[src/rtl/cal_pkg.sv]
package cal_pkg;

  localparam int SEC_W  = 7;
  localparam int MIN_W  = 7;
  localparam int HOUR_W = 6;
  localparam int WDAY_W = 3;
  localparam int DAY_W  = 6;
  localparam int MON_W  = 5;
  localparam int YEAR_W = 8;

  localparam int A_SEC    = 0;
  localparam int A_MIN    = 1;
  localparam int A_HOUR   = 2;
  localparam int A_WDAY   = 3;
  localparam int A_DAY    = 4;
  localparam int A_MON    = 5;
  localparam int A_YEAR   = 6;
  localparam int A_COMMIT = 7;
  localparam int A_CTRL   = 8;

  localparam int FLAG_BIT = 15;

  typedef struct packed {
    logic [SEC_W-1:0]  sec;
    logic [MIN_W-1:0]  min;
    logic [HOUR_W-1:0] hour;
    logic [WDAY_W-1:0] wday;
    logic [DAY_W-1:0]  day;
    logic [MON_W-1:0]  mon;
    logic [YEAR_W-1:0] year;
    logic              leap;
  } cal_fields_t;

  // Two-digit BCD increment without wrap handling.
  function automatic logic [7:0] bcd_inc8(input logic [7:0] v);
    logic [7:0] r;
    if (v[3:0] >= 4'd9) r = {v[7:4] + 4'd1, 4'd0};
    else                r = {v[7:4], v[3:0] + 4'd1};
    return r;
  endfunction

  // Last day of the month, in BCD.
  function automatic logic [DAY_W-1:0] month_last_day(input logic [MON_W-1:0] m,
                                                      input logic leap_f);
    logic [DAY_W-1:0] d;
    case (m)
      5'h02:                      d = leap_f ? 6'h29 : 6'h28;
      5'h04, 5'h06, 5'h09, 5'h11: d = 6'h30;
      default:                    d = 6'h31;
    endcase
    return d;
  endfunction

endpackage

[src/rtl/cal_prescaler.sv]
module cal_prescaler #(
  parameter int TICKS_PER_SEC = 32768
) (
  input  logic clk,
  input  logic rst,
  input  logic tick_en,
  input  logic clear,
  output logic sec_pulse
);
  localparam int CNT_W = (TICKS_PER_SEC > 1) ? $clog2(TICKS_PER_SEC) : 1;
  localparam logic [CNT_W-1:0] LAST = CNT_W'(TICKS_PER_SEC - 1);

  logic [CNT_W-1:0] cnt;

  always_ff @(posedge clk) begin
    if (rst || clear) cnt <= '0;
    else if (tick_en) begin
      if (cnt == LAST) cnt <= '0;
      else             cnt <= cnt + 1'b1;
    end
  end

  assign sec_pulse = tick_en && (cnt == LAST) && !clear;

  // a commit restarts the sub-second count
  a_r5_clear_restarts: assert property (@(posedge clk) disable iff (rst)
    clear |=> (cnt == '0));

  // idle ticks leave the divider untouched
  a_r4_hold_when_idle: assert property (@(posedge clk) disable iff (rst)
    (!tick_en && !clear) |=> $stable(cnt));

endmodule

[src/rtl/cal_time_counter.sv]
module cal_time_counter
  import cal_pkg::*;
(
  input  logic              clk,
  input  logic              rst,
  input  logic              sec_pulse,
  input  logic              load,
  input  logic [SEC_W-1:0]  ld_sec,
  input  logic [MIN_W-1:0]  ld_min,
  input  logic [HOUR_W-1:0] ld_hour,
  input  logic              mode24,
  output logic [SEC_W-1:0]  sec,
  output logic [MIN_W-1:0]  min,
  output logic [HOUR_W-1:0] hour,
  output logic              day_carry
);
  logic sec_end, min_end, hour_end;
  logic [HOUR_W-1:0] hour_next;
  logic [7:0] h12_inc;

  assign sec_end = (sec == 7'h59);
  assign min_end = (min == 7'h59);
  assign h12_inc = bcd_inc8({3'b000, hour[4:0]});

  always_comb begin
    if (mode24) begin
      hour_end  = (hour == 6'h23);
      hour_next = hour_end ? 6'h00 : bcd_inc8({2'b00, hour})[5:0];
    end else begin
      hour_end = hour[5] && (hour[4:0] == 5'h11);
      if (hour[4:0] == 5'h12)      hour_next = {hour[5], 5'h01};
      else if (hour[4:0] == 5'h11) hour_next = {~hour[5], 5'h12};
      else                         hour_next = {hour[5], h12_inc[4:0]};
    end
  end

  assign day_carry = sec_pulse && !load && sec_end && min_end && hour_end;

  always_ff @(posedge clk) begin
    if (rst) begin
      sec  <= '0;
      min  <= '0;
      hour <= '0;
    end else if (load) begin
      sec  <= ld_sec;
      min  <= ld_min;
      hour <= ld_hour;
    end else if (sec_pulse) begin
      sec <= sec_end ? 7'h00 : bcd_inc8({1'b0, sec})[6:0];
      if (sec_end) begin
        min <= min_end ? 7'h00 : bcd_inc8({1'b0, min})[6:0];
        if (min_end) hour <= hour_next;
      end
    end
  end

  // seconds wrap from 59 to 00
  a_r6_sec_wrap: assert property (@(posedge clk) disable iff (rst)
    (sec_pulse && !load && sec == 7'h59) |=> (sec == 7'h00));

  // midnight in 24-hour mode
  a_r7_midnight: assert property (@(posedge clk) disable iff (rst)
    (mode24 && day_carry) |=> (hour == 6'h00 && min == 7'h00 && sec == 7'h00));

  // 11 AM rolls to 12 PM in 12-hour mode
  a_r8_noon: assert property (@(posedge clk) disable iff (rst)
    (!mode24 && sec_pulse && !load && sec == 7'h59 && min == 7'h59 && hour == 6'h11)
    |=> (hour == 6'h32));

endmodule

[src/rtl/cal_date_counter.sv]
module cal_date_counter
  import cal_pkg::*;
(
  input  logic              clk,
  input  logic              rst,
  input  logic              day_carry,
  input  logic              load,
  input  logic [WDAY_W-1:0] ld_wday,
  input  logic [DAY_W-1:0]  ld_day,
  input  logic [MON_W-1:0]  ld_mon,
  input  logic [YEAR_W-1:0] ld_year,
  input  logic              ld_leap,
  output logic [WDAY_W-1:0] wday,
  output logic [DAY_W-1:0]  day,
  output logic [MON_W-1:0]  mon,
  output logic [YEAR_W-1:0] year,
  output logic              leap
);
  logic [DAY_W-1:0] last_day;
  logic month_end, year_end;

  assign last_day  = month_last_day(mon, leap);
  assign month_end = (day >= last_day);
  assign year_end  = (mon == 5'h12);

  always_ff @(posedge clk) begin
    if (rst) begin
      wday <= '0;
      day  <= 6'h01;
      mon  <= 5'h01;
      year <= '0;
      leap <= 1'b0;
    end else if (load) begin
      wday <= ld_wday;
      day  <= ld_day;
      mon  <= ld_mon;
      year <= ld_year;
      leap <= ld_leap;
    end else if (day_carry) begin
      wday <= (wday == 3'd6) ? 3'd0 : wday + 3'd1;
      if (month_end) begin
        day <= 6'h01;
        if (year_end) begin
          mon  <= 5'h01;
          year <= (year == 8'h99) ? 8'h00 : bcd_inc8(year);
        end else begin
          mon <= bcd_inc8({3'b000, mon})[4:0];
        end
      end else begin
        day <= bcd_inc8({2'b00, day})[5:0];
      end
    end
  end

  // weekday wraps after 6
  a_r11_wday_wrap: assert property (@(posedge clk) disable iff (rst)
    (day_carry && !load && wday == 3'd6) |=> (wday == 3'd0));

  // leap February reaches the 29th
  a_r9_leap_feb: assert property (@(posedge clk) disable iff (rst)
    (day_carry && !load && leap && mon == 5'h02 && day == 6'h28) |=> (day == 6'h29));

  // century wrap keeps the leap flag
  a_r10_year_wrap: assert property (@(posedge clk) disable iff (rst)
    (day_carry && !load && mon == 5'h12 && day == 6'h31 && year == 8'h99)
    |=> (year == 8'h00 && mon == 5'h01 && day == 6'h01 && $stable(leap)));

endmodule

[src/rtl/bcd_calendar.sv]
module bcd_calendar
  import cal_pkg::*;
#(
  parameter int TICKS_PER_SEC = 32768,
  parameter int ADDR_W        = 4
) (
  input  logic              clk,
  input  logic              rst,
  input  logic              tick_en,
  input  logic              wr_en,
  input  logic [ADDR_W-1:0] wr_addr,
  input  logic [15:0]       wr_data,
  input  logic [ADDR_W-1:0] rd_addr,
  output logic [15:0]       rd_data
);
  cal_fields_t shadow;
  cal_fields_t live;
  logic mode24;
  logic commit;
  logic sec_pulse;

  assign commit = wr_en && (wr_addr == ADDR_W'(A_COMMIT)) && wr_data[FLAG_BIT];

  // Shadow copy and mode bit
  always_ff @(posedge clk) begin
    if (rst) begin
      shadow <= '{sec: '0, min: '0, hour: '0, wday: '0, day: 6'h01,
                  mon: 5'h01, year: '0, leap: 1'b0};
      mode24 <= 1'b1;
    end else if (wr_en) begin
      case (wr_addr)
        ADDR_W'(A_SEC):  shadow.sec  <= wr_data[SEC_W-1:0];
        ADDR_W'(A_MIN):  shadow.min  <= wr_data[MIN_W-1:0];
        ADDR_W'(A_HOUR): shadow.hour <= wr_data[HOUR_W-1:0];
        ADDR_W'(A_WDAY): shadow.wday <= wr_data[WDAY_W-1:0];
        ADDR_W'(A_DAY):  shadow.day  <= wr_data[DAY_W-1:0];
        ADDR_W'(A_MON):  shadow.mon  <= wr_data[MON_W-1:0];
        ADDR_W'(A_YEAR): begin
          shadow.year <= wr_data[YEAR_W-1:0];
          shadow.leap <= wr_data[FLAG_BIT];
        end
        ADDR_W'(A_CTRL): mode24 <= wr_data[0];
        default: ;
      endcase
    end
  end

  cal_prescaler #(.TICKS_PER_SEC(TICKS_PER_SEC)) u_presc (
    .clk       (clk),
    .rst       (rst),
    .tick_en   (tick_en),
    .clear     (commit),
    .sec_pulse (sec_pulse)
  );

  logic day_carry;

  cal_time_counter u_time (
    .clk       (clk),
    .rst       (rst),
    .sec_pulse (sec_pulse),
    .load      (commit),
    .ld_sec    (shadow.sec),
    .ld_min    (shadow.min),
    .ld_hour   (shadow.hour),
    .mode24    (mode24),
    .sec       (live.sec),
    .min       (live.min),
    .hour      (live.hour),
    .day_carry (day_carry)
  );

  cal_date_counter u_date (
    .clk       (clk),
    .rst       (rst),
    .day_carry (day_carry),
    .load      (commit),
    .ld_wday   (shadow.wday),
    .ld_day    (shadow.day),
    .ld_mon    (shadow.mon),
    .ld_year   (shadow.year),
    .ld_leap   (shadow.leap),
    .wday      (live.wday),
    .day       (live.day),
    .mon       (live.mon),
    .year      (live.year),
    .leap      (live.leap)
  );

  // Registered read port of the live fields
  always_ff @(posedge clk) begin
    if (rst) rd_data <= '0;
    else begin
      case (rd_addr)
        ADDR_W'(A_SEC):  rd_data <= 16'(live.sec);
        ADDR_W'(A_MIN):  rd_data <= 16'(live.min);
        ADDR_W'(A_HOUR): rd_data <= 16'(live.hour);
        ADDR_W'(A_WDAY): rd_data <= 16'(live.wday);
        ADDR_W'(A_DAY):  rd_data <= 16'(live.day);
        ADDR_W'(A_MON):  rd_data <= 16'(live.mon);
        ADDR_W'(A_YEAR): rd_data <= {live.leap, 7'b0, live.year};
        ADDR_W'(A_CTRL): rd_data <= {15'b0, mode24};
        default:         rd_data <= '0;
      endcase
    end
  end

  // commit copies the staged fields
  a_r3_commit_copies: assert property (@(posedge clk) disable iff (rst)
    commit |=> (live.sec == $past(shadow.sec) && live.day == $past(shadow.day)
                && live.year == $past(shadow.year) && live.leap == $past(shadow.leap)));

  // a field write alone leaves the live seconds alone
  a_r2_staged_only: assert property (@(posedge clk) disable iff (rst)
    (wr_en && wr_addr == ADDR_W'(A_SEC) && !tick_en) |=> $stable(live.sec));

endmodule

[config.mk]
export PLATFORM = sky130hd
export DESIGN_NAME = bcd_calendar
export DESIGN_NICKNAME = d
export VERILOG_FILES = /design/src/rtl/cal_pkg.sv /design/src/rtl/cal_prescaler.sv /design/src/rtl/cal_time_counter.sv /design/src/rtl/cal_date_counter.sv /design/src/rtl/bcd_calendar.sv
export SDC_FILE = /design/constraint.sdc
export NUM_CORES = 1
export LEC_CHECK = 0
export BUFFER_PORTS_ARGS = -buffer_cell sky130_fd_sc_hd__buf_2
export CORE_ASPECT_RATIO = 1.25
export CORE_UTILIZATION = 61
export CTS_CLUSTER_SIZE = 28
export DETAILED_ROUTE_END_ITERATION = 6
export GPL_ROUTABILITY_DRIVEN = 0
export PLACE_DENSITY = 0.81
export SYNTH_ARGS = -nofsm -noshare
export SYNTH_HDL_FRONTEND = slang
export SYNTH_SLANG_ARGS = --single-unit
[constraint.sdc]
create_clock -name clk -period 3.65 [get_ports clk]
set_clock_uncertainty 0.2 [all_clocks]
set_input_delay 0.73 -clock clk [delete_from_list [all_inputs] [get_ports clk]]
set_output_delay 0.73 -clock clk [all_outputs]
set_load 0.05 [all_outputs]
# == After elaboration in Yosys (flattened, before gate mapping) ==
# Index checks and enable logic that the tools add are counted.
# totals
reg_bits,118
input_bits,28
# classes
mux,42
n_bitwise,1
order_cmp,7
n_addsub,15
eq_ne,31
reduce_logical,46
# op_table
operator,n
one-hot mux 16 bit (8 select lines),1
two-way mux 6 bit,13
two-way mux 7 bit,9
two-way mux 8 bit,6
two-way mux 5 bit,6
"adder 4 x 1 -> 4 bit, second input constant",7
"== test 4 x 3 -> 1 bit, second input constant",7
"greater-or-equal comparator 4 bit, second input constant",6
AND reduction 2 bit,12
"== test 5 bit, second input constant",4
nonzero test 3 bit,6
"== test 4 x 2 -> 1 bit, second input constant",4
"adder 15 x 1 -> 15 bit, second input constant",1
"== test 15 bit, second input constant",1
two-way mux 15 bit,1
"== test 7 bit, second input constant",2
one-hot mux 6 bit (2 select lines),1
AND reduction 3 bit,4
nonzero test 2 bit,6
"== test 5 x 3 -> 1 bit, second input constant",2
"adder 3 x 1 -> 3 bit, second input constant",3
logical AND 1 bit,9
two-way mux 3 bit,3
"== test 4 x 1 -> 1 bit, second input constant",2
other kinds (21),26

# == Depth between registers and ports, before layout ==
# Gate-level depths: netlist (run 1).
# logic_depth
ltp_word,11
mapped_depth,13

# == By module ==
# A second synthesis (run 1) with hierarchy kept.
# hier_totals
hier_cells,784
hier_area_um2,6525.0
# modules_own_cells
module,seq_area_each_um2,cells_each,area_per_inst_um2,instances
bcd_calendar,1061.0,304,2638.8,1
cal_date_counter,460.4,216,1709.1,1
cal_time_counter,400.4,187,1462.7,1
cal_prescaler,300.3,77,714.4,1

# == Least setup slack after synthesis (run 1) ==
# No wires, ideal clock.
# synth_timing
path_kind,register to register
startpoint,reg u_date.mon[0]
endpoint,reg u_date.year[6]
setup_time_ns,0.117
period_less_slack_ns,3.177
required_time_ns,3.333
path_stages_with_launch,13
t_arrival_ns,2.860
setup_slack_ns,0.473
cell_sequence,dfxtp_1 > inv_1 > ha_1 > nor3b_1 > nor2b_1 > nand2_1 > o21ai_0 > ha_1 > nor4b_1 > a2bb2oi_1 > nor4_4 > a41o_1 > a22o_1
# synth_via
elab_chain_len,6
word_cells_on_any_way,12
cone_classes,order compare: 1; eq/ne: 6; mux: 1; reduce/logical: 4
# synth_rtl
element,line_no,text
"start, declared",cal_date_counter.sv:15,"output logic [MON_W-1:0] mon,"
"start signal, assigned",cal_date_counter.sv:36,mon <= ld_mon;
"start signal, assigned",cal_date_counter.sv:47,"mon <= bcd_inc8({3'b000, mon})[4:0];"
== test 5 x 3 -> 1 bit (tied with other cells),cal_pkg.sv:46,case (m)
OR reduction 4 bit,cal_pkg.sv:46,
one-hot mux 6 bit (2 select lines),cal_pkg.sv:46,
greater-or-equal comparator 6 bit,cal_date_counter.sv:23,assign month_end = (day >= last_day);
nonzero test 2 bit (no line),n/a,
AND reduction 4 bit (no line) *,n/a,
"end signal, assigned",cal_date_counter.sv:37,year <= ld_year;
"end signal, assigned",cal_date_counter.sv:45,year <= (year == 8'h99) ? 8'h00 : bcd_inc8(year);
"end, declared",cal_date_counter.sv:16,"output logic [YEAR_W-1:0] year,"
# Every way passes the cells marked *; elsewhere a longest branch is shown, timed or not.
# A chain may end at the register's enable or synchronous reset.

# == Final worst setup path (run 1) ==
# layout_timing
startpoint,reg u_date.mon[0]
endpoint,reg u_date.year[2]
# layout_via
elab_chain_len,6
word_cells_on_any_way,12
cone_classes,order compare: 1; eq/ne: 6; mux: 1; reduce/logical: 4
# layout_rtl
element,line_no
== test 5 x 3 -> 1 bit (tied with other cells),cal_pkg.sv:46
OR reduction 4 bit,cal_pkg.sv:46
one-hot mux 6 bit (2 select lines),cal_pkg.sv:46
greater-or-equal comparator 6 bit,cal_date_counter.sv:23
nonzero test 2 bit (no line),n/a
AND reduction 3 bit (no line) *,n/a
# Marks and branches as above.

==> impl_metrics.yaml, run 1 <==
power:
  irDropWorstVdd_mv: 0.3031
  power_per_cell_area_nw_per_um2: 367.2
  p_leak_nw: 2.663
logic_synthesis:
  synth_edf_count: 0
  ys_dominant_reg_cell: "dfxtp_1"
  syn_area_per_cell_um2: 8.412
  syn_inst: 730
  synth_area_um2: 6141
  yosysSeqAreaShare_pct: 36.19
  ys_async_sr_fraction_pct: 0
  yosysWarnings: 0
  ys_types: 73
  synth_top_area_cell: "dfxtp_1"
  ys_ff_latch: 111
  yosysTopAreaCellShare_pct: 36.19
  synthTopCellsByArea: "dfxtp_1 (36%), mux2i_1 (8.3%), nor2_1 (6.9%)"
floorplanning:
  std_cell_rows: 40
  start_util_pct: 63.25
  die_area_um2: 10470
  pin_count: 44
  die_x_um: 91.74
  core_region_area_um2: 9709
  chipHeight_um: 114.2
cts:
  cts.clk_slew.worst_paths_ns: 0.07
  cts-htree-levels: 3
  cts_setup_buffers: 0
  insertion_delay_ns: 0.35
  cts-buffers-inserted: 9
  clock_tree.buffer_depth: 2
  cts_tree: "yes"
  clock_sinks: 111
  cts_root_buffer: "clkbuf_16"
setup_path:
  worstPathRequired_ns: 3.71
  cp_cell_sequence: "inv_1 -> ha_1 -> nor3b_2 -> nor2b_2 -> nand2_1 -> o21ai_0 -> ha_1 -> nor4b_1 -> a2bb2oi_1 -> nor3_2 -> nand2b_4 -> or4b_1 -> a311oi_1"
  slowest_stage: "or4b_1"
  end_kind: "register"
  cp-start-kind: "register"
  cp_num_buf_inv: 1
  crit_top_cell: "ha_1"
  cp.arrival_ns: 3.44
  critPathMaxFanout: 9
  cpLargestDelayFamily: "simple AND/OR/NAND/NOR gates"
  cp_slowest_stage_delay_ns: 0.48
  startpoint: "u_date.mon[0]"
  rr_startpoint: "u_date.mon[0]"
  crit_type: "register to register"
finish:
  layout.cells.most_common: "nor2_1"
  design_area_um2: 6678
  layout_common_cells: "nor2_1 (112), dfxtp_1 (111), nand2_1 (68), mux2i_1 (51), a21oi_1 (35)"
  nNetsFinal: 799
  diodes: 0
  drive_gt1_share_pct: 11.02
  syn2layout_area_growth_pct: 8.741
routing:
  wl_um: 15510
  detail-route-antenna-nets: 0
  drc: 0
  drt_iter0_markers: 539
  wl_per_cell_um: 17.82
  vias: 5479
  firstDrtPassIters: 5
  viasPerCell: 6.298
global_route:
  grt_max_degree: 49
  grt.overflow.total: 0
  globalRouteTotalUtil_pct: 30.92
  grt_first_pass_wirelength_um: 25420
  grt_pass1_vias: 5059
  grt_antenna_before_repair: 0
placement:
  place_area_um2: 6342
  dpl_worst_slack_ns: 0.2959
  place_hpwl_um: 10880
  portBuffers: 29
sta:
  worst_slack_ns: 0.2770
  min_period_ns: 3.373
  rsz0062_at_grt: "no"
  drv_slew: 0
  worst_pin_slew_ns: 0.9216
  finalSetupViolCount: 0
  hold_viol: 0
  max-slew-margin-rel_pct: 38.56
  tns_ns: 0
  period_share_pct: 92.41
  timing.fmax_mhz: 296.5
  holdWs_ns: 0.2650
job:
  drv_cap: 0
min_path:
  min_from: "shadow[37]"
  hp-class: "register to register"
run_status:
  status: "finished clean"
==> sequential cells by signal, summed over array words and instances, names as in the netlist <==
signal and flops:
shadow 43, u_presc.cnt 15, rd_data 9, u_date.year 8
u_time.min 7, u_time.sec 7, u_date.day 6, u_time.hour 6
u_date.mon 5, u_date.wday 3, mode24 1, u_date.leap 1
==> per-stage QoR <==
step / instances / utilization [%] / total power, mW
floorplan: 736 / - / 1.363
global placement: 854 / 65.32 / 1.397
detailed placement: 854 / 65.32 / 1.402
CTS: 870 / 68.70 / 2.464
global route: 870 / 68.78 / 2.536
finish: 870 / 68.78 / 2.452
==> cell usage after synthesis, types with 5 or more instances <==
cell type / instances
ha_1: 32
a31oi_1: 10
xor2_1: 8
mux4_2: 5
xnor2_1: 5
nand2_1: 68
mux2i_1: 51
nor3_1: 12
clkbuf_1: 28
nand4_1: 9
dfxtp_1: 111
buf_4: 7
nand3_1: 33
inv_1: 25
nor4_1: 5
buf_2: 6
and2_1: 6
a21oi_1: 35
nor2_1: 113
nand2b_1: 5
nor2b_1: 10
o21ai_0: 25
nor3b_1: 11
o211ai_1: 8
a211oi_1: 7
a311oi_1: 9
buf_1: 7
==> power breakdown <==
part,internal [mW],total (mW),switching (mW)
combinational,0.0443,0.143,0.0983
clock,0.612,1.08,0.464
sequential,1.22,1.23,0.0124
total,1.88,2.45,0.574
==> final cells by class <==
| class | count | area (um2) |
|---|---|---|
| Clock inverter | 7 | 102.6 |
| Fill cell | 779 | 3032 |
| Multi-Input combinational cell | 550 | 3633 |
| Tap cell | 126 | 157.7 |
| Inverter | 25 | 93.84 |
| Sequential cell | 111 | 2222 |
| Timing Repair Buffer | 42 | 242.7 |
| Clock buffer | 9 | 225.2 |
==> what timing repair did <==
item | 4_1_cts | 5_1_grt
endpoints found under the setup margin | 0 | 6
resized for setup | 0 | 2
hold buffers | 0 | 0
==> cells by family after synthesis <==
family / share of synthesized area [%]
other: 0.06107
XOR/XNOR: 1.854
AND/OR/NAND/NOR: 25.90
AO/OA/AOI/OAI: 13.98
adder cells (fa/ha/maj): 6.520
flip-flops: 36.19
buffers and inverters: 5.175
multiplexers: 10.33
==> metal layers <==
layer / wire length (um) / vias to the layer above / GRT usage [%]
met1: 6559 / 2605 / 40.17
met5: 0 / - / 0
met2: 7337 / 234 / 51.03
met4: 515 / 0 / 12.19
li1: - / 2596 / -
met3: 1093 / 44 / 5.777
==> tightest hold or removal path: cells and delay by family (launching register included) <==
kind	cells	cell delay [ns]
AOI/OAI and AO/OA	1	0.05
DFF	1	0.32
and+or+nand+nor	1	0.05
==> path summary, 6_finish.rpt <==
check | endpoint | slack, ns | depth (start not counted)
setup reg to reg | u_date.year[2] | 0.28 | 13
setup / recovery | u_date.year[2] | 0.28 | 13
hold reg to reg | shadow[37] | 0.26 | 2
hold / removal | shadow[37] | 0.26 | 2
Power figures use the tool's default switching activity.
==> run 2, diff against run 1 <==
Settings changed: PLACE_DENSITY 0.81 to 0.88.
==> impl_metrics.yaml, run 2 (same netlist as run 1, synthesis figures left out) <==
setup_path:
  critPathMaxFanout: 9
  worstPathRequired_ns: 3.71
  end_kind: "register"
  cp-start-kind: "register"
  crit_type: "register to register"
  cp.arrival_ns: 3.38
routing:
  drt_iter0_markers: 686
  wl_um: 16090
  wl_per_cell_um: 18.45
  detail-route-antenna-nets: 0
  firstDrtPassIters: 7
  vias: 5569
  viasPerCell: 6.386
  drc: 3
sta:
  rsz0062_at_grt: "no"
  worst_pin_slew_ns: 0.9709
  max-slew-margin-rel_pct: 35.27
  timing.fmax_mhz: 301.1
  worst_slack_ns: 0.3284
  drv_slew: 0
  min_period_ns: 3.322
  hold_viol: 0
  finalSetupViolCount: 0
  period_share_pct: 91.00
  tns_ns: 0
cts:
  cts_tree: "yes"
  clock_sinks: 111
  ctsHoldBuffers: 0
  cts-buffers-inserted: 9
  cts-htree-levels: 3
  cts_root_buffer: "clkbuf_16"
  clock_tree.buffer_depth: 2
  cts_resized: 0
  insertion_delay_ns: 0.35
  cts.clk_slew.worst_paths_ns: 0.08
  cts_setup_buffers: 0
finish:
  largest_register_ffs: 43
  fin_util_pct: 68.87
  drive_gt1_share_pct: 11.39
  layout.cells.most_common: "nor2_1"
  syn2layout_area_growth_pct: 8.883
  n_fill_cell: 741
  nNetsFinal: 801
  layout_common_cells: "nor2_1 (112), dfxtp_1 (111), nand2_1 (68), mux2i_1 (51), a21oi_1 (35)"
  regMostFlops: "shadow"
  diodes: 0
  top_regs: "shadow x43, u_presc.cnt x15, rd_data x9"
floorplanning:
  die_x_um: 91.74
  pin_count: 44
  core_region_area_um2: 9709
  die_area_um2: 10470
  chipHeight_um: 114.2
  std_cell_rows: 40
  start_util_pct: 63.25
placement:
  portBuffers: 29
  dpl_worst_slack_ns: 0.3382
  place_hpwl_um: 11210
power:
  p_total_mw: 2.365
  p_seq_share_pct: 52.2
  pwr-share-clk_pct: 41.7
  power_per_cell_area_nw_per_um2: 353.7
  p_switching_uw: 584.3
  power_frac_comb_pct: 6.1
  p_sw_share_pct: 24.70
  irDropWorstVdd_mv: 0.2643
  cell_internal_pwr_mw: 1.781
  p_leak_nw: 2.658
global_route:
  grt_antenna_before_repair: 0
  globalRouteTotalUtil_pct: 31.27
  grt_first_pass_wirelength_um: 25810
  grt_max_degree: 45
  grt.overflow.total: 0
  grt_pass1_vias: 5306
min_path:
  hp-class: "register to register"
job:
  drv_cap: 0
run_status:
  violations: "design-rule violations"
  status: "complete, but fails checks"
## run 2: cell count changes in the layout (fill, tap and decap cells not counted), sizes merged
cell,previous run,this run
clkinvlp,0,1
buf,42,44
bufinv,2,0
clkbuf,9,11
inv,28,27
## run 2: path summary, 6_finish.rpt
check                 from  cells after the start  slack, ns             end
min             shadow[36]                      2       0.26      shadow[36]
max          u_date.mon[0]                     13       0.33  u_date.year[2]
max reg2reg  u_date.mon[0]                     13       0.33  u_date.year[2]
min reg2reg     shadow[36]                      2       0.26      shadow[36]
## run 2: per-stage QoR
step,hold slack (ns),cells,instance area [um2]
final,0.2621,872,6686
after global routing,0.2732,872,6686
after CTS,0.2617,872,6678
after detailed placement,0.2470,856,6375
after global placement,0.2402,856,6375
after floorplan,0.2244,736,6163
## run 2: per-layer routing
metal / routed length, um / part of all wire [%] / global-route usage (%) / vias up
li1: - / - / - / 2608
met1: 6476 / 40 / 38.09 / 2593
met2: 7545 / 47 / 52.43 / 297
met3: 1125 / 7.0 / 4.316 / 71
met4: 940 / 5.8 / 19.27 / 0
met5: 0 / 0 / 0 / -
## run 2: power by group through the flow
stage | Sequential, mW | Clock, mW | Combinational, mW
6_report | 1.23 | 0.986 | 0.145
5_1_grt | 1.23 | 1.03 | 0.156
4_1_cts | 1.23 | 0.988 | 0.143
3_5_place_dp | 1.26 | 0 | 0.142
3_3_place_gp | 1.26 | 0 | 0.138
2_1_floorplan | 1.26 | 0 | 0.105
## run 2: critical path: stages (launching register included)
cell and delay [ns]:
dfxtp_1 0.48, inv_1 0.13, ha_1 0.23, nor3b_1 0.15, nor2b_2 0.18, nand2_1 0.08, o21ai_0 0.10, ha_1 0.29
nor4b_1 0.05, a2bb2oi_2 0.15, nor3_2 0.32, nand2b_4 0.13, or4b_1 0.49, a311oi_1 0.25
## run 2: area by class of cell
type	instances	area (um2)	share of cell area (%)
clock buffer	11	252.7	3.780
multi-input combinational	550	3640	54.43
tap	126	157.7	2.358
sequential	111	2222	33.23
clock inverter	5	50.05	0.7485
inverter	25	93.84	1.403
timing repair buffer	44	270.3	4.042
